### src/rtl/isr_pkg.sv
package isr_pkg;

   typedef enum logic [3:0] {
      ST_IDLE,
      ST_ACK,
      ST_PUSH_F,
      ST_PUSH_CS,
      ST_PUSH_IP,
      ST_RD_IP,
      ST_RD_CS,
      ST_POP_IP,
      ST_POP_CS,
      ST_POP_F
   } seq_state_t;

   // request slots, index order is priority order (0 highest)
   localparam int SRC_FAULT = 0;
   localparam int SRC_NMI   = 1;
   localparam int SRC_INTR  = 2;
   localparam int SRC_STEP  = 3;
   localparam int SRC_COUNT = 4;

endpackage

### src/rtl/isr_nmi_latch.sv
module isr_nmi_latch #(
   parameter int EDGE_MODE = 1
) (
   input  logic clk,
   input  logic rst_n,
   input  logic nmi_in,
   input  logic clr,
   output logic pend
);

   generate
      if (EDGE_MODE != 0) begin : g_edge
         logic nmi_q;
         logic pend_q;
         always_ff @(posedge clk) begin
            if (!rst_n) begin
               nmi_q  <= 1'b0;
               pend_q <= 1'b0;
            end else begin
               nmi_q  <= nmi_in;
               pend_q <= (pend_q & ~clr) | (nmi_in & ~nmi_q);
            end
         end
         assign pend = pend_q;
      end else begin : g_level
         logic unused_clr;
         assign unused_clr = clr;
         assign pend = nmi_in;
      end
   endgenerate

endmodule

### src/rtl/isr_arbiter.sv
module isr_arbiter #(
   parameter int N = 4
) (
   input  logic [N-1:0] req,
   output logic [N-1:0] gnt
);

   generate
      if (N < 1) begin : g_bad_n
         $error("isr_arbiter needs at least one requester");
      end
      for (genvar i = 0; i < N; i++) begin : g_slot
         if (i == 0) begin : g_top
            assign gnt[i] = req[i];
         end else begin : g_rest
            assign gnt[i] = req[i] & ~(|req[i-1:0]);
         end
      end
   endgenerate

endmodule

### src/rtl/isr_addr_gen.sv
module isr_addr_gen #(
   parameter int DATA_W    = 16,
   parameter int ADDR_W    = 20,
   parameter int SEG_SHIFT = 4
) (
   input  logic [DATA_W-1:0] seg,
   input  logic [DATA_W-1:0] off,
   output logic [ADDR_W-1:0] addr
);

   localparam int SUM_W = DATA_W + SEG_SHIFT + 1;

   logic [SUM_W-1:0] sum;

   generate
      if (ADDR_W > SUM_W) begin : g_bad_w
         $error("isr_addr_gen: address wider than segment sum");
      end
      if (SEG_SHIFT == 0) begin : g_flat
         assign sum = SUM_W'(seg) + SUM_W'(off);
      end else begin : g_shift
         assign sum = {1'b0, seg, {SEG_SHIFT{1'b0}}} + SUM_W'(off);
      end
   endgenerate

   assign addr = sum[ADDR_W-1:0];

endmodule

### src/rtl/isr_entry_seq.sv
module isr_entry_seq
   import isr_pkg::*;
#(
   parameter int DATA_W    = 16,
   parameter int ADDR_W    = 20,
   parameter int TYPE_W    = 8,
   parameter int SEG_SHIFT = 4,
   parameter int IF_BIT    = 9,
   parameter int TF_BIT    = 8,
   parameter int NMI_EDGE  = 1,
   parameter logic [DATA_W-1:0] CS_RST    = 'hFFFF,
   parameter logic [DATA_W-1:0] IP_RST    = 'h0000,
   parameter logic [DATA_W-1:0] SP_RST    = 'h0100,
   parameter logic [TYPE_W-1:0] NMI_TYPE  = 'd2,
   parameter logic [TYPE_W-1:0] STEP_TYPE = 'd1
) (
   input  logic              clk,
   input  logic              rst_n,
   input  logic              insn_end,
   input  logic              fault_req,
   input  logic [TYPE_W-1:0] fault_type,
   input  logic              nmi,
   input  logic              intr,
   input  logic              ack_valid,
   input  logic [TYPE_W-1:0] ack_type,
   input  logic              ret_req,
   input  logic              flags_we,
   input  logic [DATA_W-1:0] flags_wdata,
   input  logic [DATA_W-1:0] stack_seg,
   output logic              mem_req,
   output logic              mem_we,
   output logic [ADDR_W-1:0] mem_addr,
   output logic [DATA_W-1:0] mem_wdata,
   input  logic              mem_ready,
   input  logic [DATA_W-1:0] mem_rdata,
   output logic              inta,
   output logic              busy,
   output logic [DATA_W-1:0] cs_q,
   output logic [DATA_W-1:0] ip_q,
   output logic [DATA_W-1:0] sp_q,
   output logic [DATA_W-1:0] flags_q
);

   localparam int WORD_BYTES = DATA_W / 8;
   localparam int VEC_SHIFT  = $clog2(2 * WORD_BYTES);
   localparam logic [DATA_W-1:0] WSTEP   = DATA_W'(WORD_BYTES);
   localparam logic [ADDR_W-1:0] WSTEP_A = ADDR_W'(WORD_BYTES);

   generate
      if (DATA_W % 8 != 0 || DATA_W < 16) begin : g_bad_data
         $error("isr_entry_seq: word width must be a multiple of 8, at least 16");
      end
      if (ADDR_W <= TYPE_W + VEC_SHIFT) begin : g_bad_vec
         $error("isr_entry_seq: address too narrow for the vector table");
      end
      if (IF_BIT >= DATA_W || TF_BIT >= DATA_W || IF_BIT == TF_BIT) begin : g_bad_flag
         $error("isr_entry_seq: flag bit positions out of range");
      end
   endgenerate

   seq_state_t        st_q;
   logic [DATA_W-1:0] cs_r, ip_r, sp_r, flg_r, ip_hold;
   logic [TYPE_W-1:0] type_r;
   logic              nmi_pend, nmi_clr;
   logic [SRC_COUNT-1:0] src_req, src_gnt;
   logic              take, xfer, pushing;
   logic [DATA_W-1:0] stk_off;
   logic [ADDR_W-1:0] stk_addr, vec_addr;

   // ---------------- request side ----------------
   isr_nmi_latch #(.EDGE_MODE(NMI_EDGE)) u_nmi (
      .clk    (clk),
      .rst_n  (rst_n),
      .nmi_in (nmi),
      .clr    (nmi_clr),
      .pend   (nmi_pend)
   );

   assign src_req[SRC_FAULT] = fault_req;
   assign src_req[SRC_NMI]   = nmi_pend;
   assign src_req[SRC_INTR]  = intr & flg_r[IF_BIT];
   assign src_req[SRC_STEP]  = flg_r[TF_BIT];

   isr_arbiter #(.N(SRC_COUNT)) u_arb (
      .req (src_req),
      .gnt (src_gnt)
   );

   assign take    = (st_q == ST_IDLE) && insn_end && (|src_req);
   assign nmi_clr = take && src_gnt[SRC_NMI];

   // ---------------- address side ----------------
   assign pushing = (st_q == ST_PUSH_F) || (st_q == ST_PUSH_CS) || (st_q == ST_PUSH_IP);
   assign stk_off = pushing ? (sp_r - WSTEP) : sp_r;

   isr_addr_gen #(
      .DATA_W    (DATA_W),
      .ADDR_W    (ADDR_W),
      .SEG_SHIFT (SEG_SHIFT)
   ) u_stk (
      .seg  (stack_seg),
      .off  (stk_off),
      .addr (stk_addr)
   );

   assign vec_addr = ADDR_W'(type_r) << VEC_SHIFT;

   always_comb begin
      mem_req   = 1'b0;
      mem_we    = 1'b0;
      mem_wdata = '0;
      mem_addr  = stk_addr;
      case (st_q)
         ST_PUSH_F:  begin mem_req = 1'b1; mem_we = 1'b1; mem_wdata = flg_r; end
         ST_PUSH_CS: begin mem_req = 1'b1; mem_we = 1'b1; mem_wdata = cs_r;  end
         ST_PUSH_IP: begin mem_req = 1'b1; mem_we = 1'b1; mem_wdata = ip_r;  end
         ST_RD_IP:   begin mem_req = 1'b1; mem_addr = vec_addr;            end
         ST_RD_CS:   begin mem_req = 1'b1; mem_addr = vec_addr + WSTEP_A;  end
         ST_POP_IP, ST_POP_CS, ST_POP_F: mem_req = 1'b1;
         default: ;
      endcase
   end

   assign xfer = mem_req && mem_ready;

   // ---------------- sequencer ----------------
   always_ff @(posedge clk) begin
      if (!rst_n) begin
         st_q    <= ST_IDLE;
         cs_r    <= CS_RST;
         ip_r    <= IP_RST;
         sp_r    <= SP_RST;
         flg_r   <= '0;
         ip_hold <= '0;
         type_r  <= '0;
      end else begin
         case (st_q)
            ST_IDLE: begin
               if (flags_we) flg_r <= flags_wdata;
               if (take) begin
                  if (src_gnt[SRC_INTR]) begin
                     st_q <= ST_ACK;
                  end else begin
                     st_q   <= ST_PUSH_F;
                     type_r <= src_gnt[SRC_FAULT] ? fault_type :
                               src_gnt[SRC_NMI]   ? NMI_TYPE   : STEP_TYPE;
                  end
               end else if (ret_req) begin
                  st_q <= ST_POP_IP;
               end
            end
            ST_ACK: begin
               if (ack_valid) begin
                  type_r <= ack_type;
                  st_q   <= ST_PUSH_F;
               end
            end
            ST_PUSH_F: begin
               if (xfer) begin
                  sp_r          <= sp_r - WSTEP;
                  flg_r[IF_BIT] <= 1'b0;
                  flg_r[TF_BIT] <= 1'b0;
                  st_q          <= ST_PUSH_CS;
               end
            end
            ST_PUSH_CS: begin
               if (xfer) begin
                  sp_r <= sp_r - WSTEP;
                  st_q <= ST_PUSH_IP;
               end
            end
            ST_PUSH_IP: begin
               if (xfer) begin
                  sp_r <= sp_r - WSTEP;
                  st_q <= ST_RD_IP;
               end
            end
            ST_RD_IP: begin
               if (xfer) begin
                  ip_hold <= mem_rdata;
                  st_q    <= ST_RD_CS;
               end
            end
            ST_RD_CS: begin
               if (xfer) begin
                  cs_r <= mem_rdata;
                  ip_r <= ip_hold;
                  st_q <= ST_IDLE;
               end
            end
            ST_POP_IP: begin
               if (xfer) begin
                  ip_r <= mem_rdata;
                  sp_r <= sp_r + WSTEP;
                  st_q <= ST_POP_CS;
               end
            end
            ST_POP_CS: begin
               if (xfer) begin
                  cs_r <= mem_rdata;
                  sp_r <= sp_r + WSTEP;
                  st_q <= ST_POP_F;
               end
            end
            ST_POP_F: begin
               if (xfer) begin
                  flg_r <= mem_rdata;
                  sp_r  <= sp_r + WSTEP;
                  st_q  <= ST_IDLE;
               end
            end
            default: st_q <= ST_IDLE;
         endcase
      end
   end

   assign inta    = (st_q == ST_ACK);
   assign busy    = (st_q != ST_IDLE);
   assign cs_q    = cs_r;
   assign ip_q    = ip_r;
   assign sp_q    = sp_r;
   assign flags_q = flg_r;

endmodule

### config.mk
export PLATFORM = sky130hd
export DESIGN_NAME = isr_entry_seq
export DESIGN_NICKNAME = d
export VERILOG_FILES = /design/src/rtl/isr_pkg.sv /design/src/rtl/isr_nmi_latch.sv /design/src/rtl/isr_arbiter.sv /design/src/rtl/isr_addr_gen.sv /design/src/rtl/isr_entry_seq.sv
export SDC_FILE = /design/constraint.sdc
export NUM_CORES = 1
export LEC_CHECK = 0
export BUFFER_PORTS_ARGS = -buffer_cell sky130_fd_sc_hd__clkbuf_2
export CAP_MARGIN = 30
export CORE_MARGIN = 4
export CORE_UTILIZATION = 52
export CTS_CLUSTER_DIAMETER = 40
export CTS_CLUSTER_SIZE = 28
export DETAILED_ROUTE_END_ITERATION = 10
export PLACE_DENSITY = 0.81
export RECOVER_POWER = 50
export SETUP_SLACK_MARGIN = 0.2
export SLEW_MARGIN = 10
export SYNTH_ARGS = -nofsm -noshare
export SYNTH_HDL_FRONTEND = slang
export SYNTH_SLANG_ARGS = --single-unit
### constraint.sdc
create_clock -name clk -period 3.8 [get_ports clk]
set_input_delay 0.19 -clock clk [delete_from_list [all_inputs] [get_ports clk]]
set_output_delay 0.19 -clock clk [all_outputs]
set_load 0.02 [all_outputs]
==> flow_results.xml, run 1 <==
<?xml version="1.0" encoding="UTF-8"?>
<metrics>
  <group name="cells_and_area">
    <metric name="syn_to_final_growth" unit="%">25.6</metric>
    <metric name="ff_latch_area" unit="µm²">1870</metric>
    <metric name="antennaDiodeCount" unit="">0</metric>
    <metric name="utilization" unit="%">66.6</metric>
    <metric name="net_count_of_the_finished_layout" unit="">1022</metric>
    <metric name="multiInputGateArea" unit="µm²">3720</metric>
    <metric name="finish.cell_count_without_fillers" unit="">1077</metric>
    <metric name="final_cell_mix" unit="">nand2_1 (145), clkbuf_2 (107), dfxtp_1 (91)</metric>
    <metric name="nFillCells" unit="">946</metric>
    <metric name="drive_gt1_share" unit="%">23.1</metric>
    <metric name="layout.cells.most_common" unit="">nand2_1</metric>
  </group>
  <group name="power">
    <metric name="max-vdd-ir-drop" unit="mV">0.494</metric>
    <metric name="power_leakage" unit="µW">0.00301</metric>
    <metric name="power.density" unit="nW/µm²">770</metric>
  </group>
  <group name="floorplan">
    <metric name="starting_utilization_of_the_core_area" unit="%">53.0</metric>
    <metric name="die-area" unit="µm²">12800</metric>
    <metric name="die_x" unit="µm">113</metric>
    <metric name="placeable_core_area" unit="µm²">10800</metric>
    <metric name="dieHeight" unit="µm">113</metric>
    <metric name="top_level_ports" unit="">178</metric>
    <metric name="num_rows" unit="">38</metric>
  </group>
  <group name="setup_path">
    <metric name="path_cells" unit="">nor4_2 &gt; nand3_1 &gt; nor4_1 &gt; buf_4 &gt; xor2_1 &gt; ha_1 &gt; a21oi_2 &gt; buf_4 &gt; nand2_1 &gt; nor3_1 &gt; mux2i_1 &gt; o311ai_1 &gt; buf_4</metric>
    <metric name="worstSetupEndpoint" unit="">mem_addr[15]</metric>
    <metric name="critPathMaxFanout" unit="">13</metric>
    <metric name="rrSetupSlack" unit="ns">1.37</metric>
    <metric name="max_stage_delay" unit="ns">0.47</metric>
    <metric name="worst_r2r_endpoint" unit="">sp_q[9]</metric>
    <metric name="timing.critical_path.mode_cell" unit="">buf_4</metric>
    <metric name="worst_r2r_path_depth" unit="">6</metric>
    <metric name="critPathRequiredTime" unit="ns">3.61</metric>
    <metric name="worstSetupStartpoint" unit="">sp_q[6]</metric>
    <metric name="cpMaxStageDelayCell" unit="">dfxtp_1</metric>
    <metric name="critPathCaptureType" unit="">output port</metric>
    <metric name="timing.rr.start" unit="">st_q[3]</metric>
    <metric name="worstPathArrival" unit="ns">3.43</metric>
    <metric name="timing.setup.critical_path_class" unit="">flop to output port</metric>
    <metric name="setup.worst_path.start_class" unit="">flop</metric>
  </group>
  <group name="route">
    <metric name="remaining_routing_drc_violations" unit="">0</metric>
    <metric name="routed_wire_length_per_instance" unit="µm">15.8</metric>
    <metric name="drt_pre_antenna_iters" unit="">7</metric>
    <metric name="detail_route.vias_per_cell" unit="">5.73</metric>
    <metric name="final_antenna_net_count" unit="">0</metric>
    <metric name="dr.first_iter.drc_count" unit="">634</metric>
    <metric name="wirelength" unit="mm">17.0</metric>
    <metric name="vias" unit="">6169</metric>
  </group>
  <group name="global_route">
    <metric name="gr-usage-all-layers" unit="%">25.2</metric>
    <metric name="number_of_antenna_violations_at_the_first_check_in_global_routing" unit="">0</metric>
    <metric name="grt_pass1_vias" unit="">5558</metric>
    <metric name="grt_remaining_overflow" unit="">0</metric>
    <metric name="grt_max_degree" unit="">43</metric>
    <metric name="global_route_wire_length_before_repair" unit="mm">27.0</metric>
  </group>
  <group name="timing">
    <metric name="final-hold-violation-count" unit="">0</metric>
    <metric name="finClkSkew" unit="ns">0.0150</metric>
    <metric name="finalWorstPathRequiredPeriod" unit="ns">3.62</metric>
    <metric name="timing.hold.ws" unit="ns">0.0393</metric>
    <metric name="fmax" unit="GHz">0.276</metric>
    <metric name="slew_violations" unit="">36</metric>
    <metric name="grt_setup_unrepaired" unit="">true</metric>
    <metric name="post-route-period-util" unit="%">95.3</metric>
    <metric name="finalSetupViolCount" unit="">0</metric>
    <metric name="setup_total_negative_slack" unit="ns">0</metric>
    <metric name="slew_headroom" unit="%">-14.2</metric>
    <metric name="timing_worst_slew_pin_value" unit="ns">1.71</metric>
  </group>
  <group name="logic_synthesis">
    <metric name="syn_avg_cell_area" unit="µm²">7.52</metric>
    <metric name="yosys.cell_types.count" unit="">65</metric>
    <metric name="yosys-top-cells-area" unit="">dfxtp_1 (32%), nand2_1 (9.6%), mux2i_1 (4.7%), nor2_1 (4.6%), a21oi_1 (4.4%)</metric>
    <metric name="synthCells" unit="">765</metric>
    <metric name="yosys_warnings" unit="">0</metric>
    <metric name="synth_flop_cell" unit="">dfxtp_1</metric>
    <metric name="synthDominantAreaCellType" unit="">dfxtp_1</metric>
    <metric name="yosys_register_bits" unit="">93</metric>
    <metric name="synth-seq-area-share" unit="%">32.4</metric>
    <metric name="synthArstFlopShare" unit="%">0</metric>
    <metric name="synth_enable_flop_cells" unit="">0</metric>
    <metric name="netlist_area" unit="µm²">5750</metric>
    <metric name="netlist.area_leader.share" unit="%">32.4</metric>
  </group>
  <group name="place">
    <metric name="hpwl" unit="mm">11.9</metric>
    <metric name="dpl.cell_count" unit="">1042</metric>
    <metric name="routabilityCongestion" unit="">0.866</metric>
    <metric name="io_buffer_count" unit="">175</metric>
  </group>
  <group name="outcome">
    <metric name="run_status" unit="">finished with violations</metric>
    <metric name="violated_checks" unit="">capacitance limit, slew limit</metric>
  </group>
  <group name="clock_tree">
    <metric name="clock-sinks" unit="">93</metric>
    <metric name="clk_transition_reported_paths" unit="ns">0.10</metric>
    <metric name="cts.root.buffer_cell" unit="">clkbuf_8</metric>
    <metric name="tritoncts" unit="">done</metric>
    <metric name="clk-insertion-delay-late" unit="ns">0.38</metric>
    <metric name="clock_path_buffers" unit="">2</metric>
    <metric name="cts_made_buffers" unit="">9</metric>
    <metric name="cts.htree.levels" unit="">3</metric>
  </group>
  <group name="hold_path">
    <metric name="holdCritPathClass" unit="">input pin to flop</metric>
    <metric name="min_from" unit="">nmi</metric>
  </group>
  <group name="flow_run">
    <metric name="maxCapViolations" unit="">1</metric>
  </group>
</metrics>
power breakdown:
group | leakage [µW] | switching (µW) | internal (µW) | total, µW
Sequential | 0.000759 | 220 | 1170 | 1390
Clock | 0.000107 | 396 | 322 | 718
Combinational | 0.00215 | 2100 | 1360 | 3450
Yosys cell counts (4+ instances only):
| cell | count |
|---|---|
| a211oi_1 | 26 |
| a21boi_0 | 4 |
| a21oi_1 | 51 |
| a222oi_1 | 16 |
| a311oi_1 | 16 |
| and2_1 | 6 |
| and3_1 | 9 |
| and4_1 | 4 |
| buf_1 | 4 |
| buf_2 | 8 |
| clkbuf_1 | 45 |
| dfxtp_1 | 93 |
| ha_1 | 15 |
| inv_1 | 22 |
| mux2i_1 | 27 |
| nand2_1 | 147 |
| nand2b_1 | 13 |
| nand3_1 | 31 |
| nand4_1 | 4 |
| nor2_1 | 70 |
| nor2b_1 | 5 |
| nor3_1 | 15 |
| nor3b_1 | 5 |
| nor4_1 | 4 |
| o211ai_1 | 4 |
| o21ai_0 | 23 |
| o311ai_0 | 4 |
| o31ai_1 | 4 |
| or3_1 | 9 |
| or4_1 | 5 |
| xnor2_1 | 13 |
| xor2_1 | 12 |
how the worst min path moves through the flow:
stage                               to  slack (ns)  cells past startpoint
floorplan           u_nmi.g_edge.nmi_q        0.31                      1
global placement    u_nmi.g_edge.nmi_q        0.42                      2
detailed placement  u_nmi.g_edge.nmi_q        0.42                      2
CTS                 u_nmi.g_edge.nmi_q        0.02                      2
global route        u_nmi.g_edge.nmi_q        0.03                      2
finish              u_nmi.g_edge.nmi_q        0.04                      2
routing by layer:
layer	routed length [µm]	vias up	part of all wire, %	global-route usage, %
met3	1140	29	6.7	5.35
met4	301	0	1.8	5.69
met2	8280	233	49	41.8
met1	7240	2850	43	33.8
met5	0	-	0	0
li1	-	3057	-	-
worst max-delay path, delay by kind of cell, from the launching register on:
kind,cells,cell delay (ns)
buf+inv,3,0.54
fa+ha+maj,1,0.34
flops,1,0.47
simple gates,5,1.04
compound gates,2,0.34
mux,1,0.13
xor+xnor,1,0.18
registers in the layout, summed over array words and instances, names as in the netlist:
register            flops
flags_q                16
ip_q                   16
ip_hold                16
type_r                  8
u_nmi.pend              1
sp_q                   15
u_nmi.g_edge.nmi_q      1
cs_q                   16
st_q                    4
stage by stage:
| stage | worst slack, ns | power (µW) | instance area [µm²] |
|---|---|---|---|
| final | 0.179 | 5560 | 7220 |
| after global routing | -0.00239 | 5930 | 7220 |
| after CTS | 0.204 | 5370 | 7160 |
| after detailed placement | 0.312 | 4460 | 6760 |
| after global placement | 0.356 | 4420 | 6730 |
| after floorplan | 0.245 | 3570 | 5770 |
layout make-up:
type | instances | area share (%)
multi-input cells | 588 | 51.6
well taps | 140 | 2.43
flip-flops and latches | 93 | 25.9
repair buffers | 216 | 15.8
clock inverters | 7 | 1.30
clock buffers | 9 | 1.72
inverters | 24 | 1.32
kinds of logic after synthesis:
logic type	after synthesis	synth area share, %
XOR/XNOR	25	3.81
other	1	0.0652
multiplexers	29	5.09
buffers and inverters	85	6.05
adder cells (fa/ha/maj)	16	3.61
flip-flops	93	32.4
AO/OA/AOI/OAI	175	21.1
AND/OR/NAND/NOR	341	27.9
repair_timing:
item	CTS	global route
buffers inserted	11	7
hold buffers	0	0
resized for setup	30	33
pin swaps	13	24
setup endpoints to repair	10	10
Power figures use the tool's default switching activity.
==> inputs of run 2 (changes only) <==
- PLACE_DENSITY: 0.81 -> 0.82
==> run 2 against run 1 <==
  * The run still ends with capacitance limit, slew limit left
  * Utilization fell by 0.54 points
  * Non-clock buffer count is 6 lower
  * Clock power is 9.6% lower
  * Power decreased by 2.5%
  * Via count shrank 0.13%
  * Final area shrank 0.81%
  * Fmax is 1.0% higher
  * Critical endpoint is now mem_addr[14]
  * Highest routed layer unchanged
==> flow_results.xml, run 2 (synthesis results as in run 1) <==
<?xml version="1.0" encoding="UTF-8"?>
<metrics>
  <group name="cells_and_area">
    <metric name="net_count_of_the_finished_layout" unit="">1016</metric>
    <metric name="drive_gt1_share" unit="%">22.2</metric>
    <metric name="syn_to_final_growth" unit="%">24.6</metric>
    <metric name="antennaDiodeCount" unit="">0</metric>
    <metric name="nFillCells" unit="">993</metric>
    <metric name="finish.cell_count_without_fillers" unit="">1071</metric>
    <metric name="stdcell_area" unit="µm²">7160</metric>
    <metric name="layout.cells.most_common" unit="">nand2_1</metric>
    <metric name="ff_latch_area" unit="µm²">1870</metric>
    <metric name="multiInputGateArea" unit="µm²">3740</metric>
    <metric name="final_cell_mix" unit="">nand2_1 (145), clkbuf_2 (106), dfxtp_1 (91)</metric>
  </group>
  <group name="setup_path">
    <metric name="setup.worst_path.start_class" unit="">flop</metric>
    <metric name="worstPathArrival" unit="ns">3.39</metric>
    <metric name="timing.rr.start" unit="">st_q[0]</metric>
    <metric name="critPathCaptureType" unit="">output port</metric>
    <metric name="worstSetupStartpoint" unit="">sp_q[2]</metric>
    <metric name="critPathMaxFanout" unit="">4</metric>
    <metric name="critPathRequiredTime" unit="ns">3.61</metric>
    <metric name="timing.setup.critical_path_class" unit="">flop to output port</metric>
  </group>
  <group name="global_route">
    <metric name="grt_remaining_overflow" unit="">0</metric>
    <metric name="number_of_antenna_violations_at_the_first_check_in_global_routing" unit="">0</metric>
    <metric name="grt_pass1_vias" unit="">5490</metric>
    <metric name="gr-usage-all-layers" unit="%">25.3</metric>
    <metric name="global_route_wire_length_before_repair" unit="mm">27.1</metric>
    <metric name="grt_max_degree" unit="">42</metric>
  </group>
  <group name="clock_tree">
    <metric name="clock_path_buffers" unit="">2</metric>
    <metric name="cts.root.buffer_cell" unit="">clkbuf_8</metric>
    <metric name="cts.htree.levels" unit="">3</metric>
    <metric name="clk_transition_reported_paths" unit="ns">0.10</metric>
    <metric name="clk-insertion-delay-late" unit="ns">0.37</metric>
    <metric name="cts_made_buffers" unit="">9</metric>
    <metric name="cts.hold.buffers_added" unit="">0</metric>
    <metric name="tritoncts" unit="">done</metric>
    <metric name="clock-sinks" unit="">93</metric>
  </group>
  <group name="timing">
    <metric name="finalSetupViolCount" unit="">0</metric>
    <metric name="finClkSkew" unit="ns">0.0141</metric>
    <metric name="setup_total_negative_slack" unit="ns">0</metric>
    <metric name="slew_violations" unit="">36</metric>
    <metric name="final-hold-violation-count" unit="">0</metric>
    <metric name="finalWorstPathRequiredPeriod" unit="ns">3.58</metric>
    <metric name="post-route-period-util" unit="%">94.3</metric>
    <metric name="timing_worst_slew_pin_value" unit="ns">1.76</metric>
    <metric name="grt_setup_unrepaired" unit="">true</metric>
    <metric name="post-route-worst-setup-slack" unit="ns">0.217</metric>
    <metric name="fmax" unit="GHz">0.279</metric>
    <metric name="slew_headroom" unit="%">-17.3</metric>
  </group>
  <group name="power">
    <metric name="power_total" unit="µW">5420</metric>
    <metric name="power_leakage" unit="µW">0.00297</metric>
    <metric name="power.density" unit="nW/µm²">757</metric>
    <metric name="max-vdd-ir-drop" unit="mV">0.579</metric>
  </group>
  <group name="route">
    <metric name="vias" unit="">6161</metric>
    <metric name="routed_wire_length_per_instance" unit="µm">15.8</metric>
    <metric name="wirelength" unit="mm">17.0</metric>
    <metric name="detail_route.vias_per_cell" unit="">5.75</metric>
    <metric name="final_antenna_net_count" unit="">0</metric>
    <metric name="remaining_routing_drc_violations" unit="">0</metric>
    <metric name="dr.first_iter.drc_count" unit="">493</metric>
    <metric name="drt_pre_antenna_iters" unit="">7</metric>
  </group>
  <group name="floorplan">
    <metric name="starting_utilization_of_the_core_area" unit="%">53.0</metric>
    <metric name="top_level_ports" unit="">178</metric>
    <metric name="die-area" unit="µm²">12800</metric>
    <metric name="die_x" unit="µm">113</metric>
    <metric name="placeable_core_area" unit="µm²">10800</metric>
    <metric name="num_rows" unit="">38</metric>
    <metric name="dieHeight" unit="µm">113</metric>
  </group>
  <group name="place">
    <metric name="routabilityCongestion" unit="">0.892</metric>
    <metric name="post_placement_worst_setup_slack" unit="ns">0.279</metric>
    <metric name="io_buffer_count" unit="">175</metric>
    <metric name="postPlaceCellArea" unit="µm²">6720</metric>
    <metric name="hpwl" unit="mm">12.0</metric>
    <metric name="dpl.cell_count" unit="">1038</metric>
  </group>
  <group name="hold_path">
    <metric name="holdCritPathClass" unit="">input pin to flop</metric>
    <metric name="min_from" unit="">nmi</metric>
  </group>
  <group name="flow_run">
    <metric name="maxCapViolations" unit="">1</metric>
  </group>
  <group name="outcome">
    <metric name="violated_checks" unit="">capacitance limit, slew limit</metric>
    <metric name="run_status" unit="">finished with violations</metric>
  </group>
</metrics>
-- run 2: cell types whose count changed in the layout (fill, tap and decap cells not counted), moves of 2 or more --
cell and change:
o21ai_1 -2, and2_4 -2, buf_6 +2, clkbuf_1 +3, buf_4 -10, inv_6 +3
and2_1 +2
-- run 2: worst max-delay path: stages (launching register included) --
cell	delay, ns
dfxtp_4	0.39
inv_4	0.07
ha_4	0.12
or4b_4	0.49
nor3_4	0.15
nand2_1	0.10
xnor2_1	0.14
ha_1	0.32
and3_4	0.17
a221oi_4	0.35
buf_6	0.16
nor4_2	0.03
or3_1	0.38
clkbuf_8	0.16
-- run 2: metal layers --
metal | routed length, µm | up-vias | GRT usage (%)
met5 | 0 | - | 0
met4 | 145 | 0 | 6.57
met3 | 985 | 14 | 4.17
met2 | 8530 | 190 | 42.5
met1 | 7310 | 2902 | 33.7
li1 | - | 3055 | -
-- run 2: worst paths after layout --
kind / to / slack (ns) / cells past startpoint
worst max-delay path: mem_addr[14] / 0.22 / 13
worst min-delay path: u_nmi.g_edge.nmi_q / 0.05 / 2
worst max register to register: sp_q[11] / 1.00 / 5
worst min register to register: ip_hold[1] / 0.46 / 2
-- run 2: stage by stage --
step	utilization (%)	hold WS [ns]
2_1_floorplan	-	0.312
3_3_place_gp	62.0	0.416
3_5_place_dp	62.0	0.419
4_1_cts	65.1	0.0366
5_1_grt	66.1	0.0573
6_report	66.1	0.0450
-- run 2: timing repair --
item                                    in CTS  in global routing
endpoints found under the setup margin       9                 10
hold endpoints to repair                     0                  0
gates cloned                                 0                  0
gates resized for setup                     26                 34
buffers inserted                             9                  5
pin swaps                                   13                 12
-- run 2: power by group --
group | internal [µW] | switching [µW]
combinational | 1300 | 2070
sequential | 1170 | 234
clock | 269 | 379
total | 2740 | 2680
-- run 2: final cells by class --
cell class | instances | share of cell area, %
Clock buffer | 10 | 1.92
Inverter | 24 | 1.33
Tap cell | 140 | 2.45
Multi-Input combinational cell | 588 | 52.2
Clock inverter | 6 | 0.716
Sequential cell | 93 | 26.1
Timing Repair Buffer | 210 | 15.3
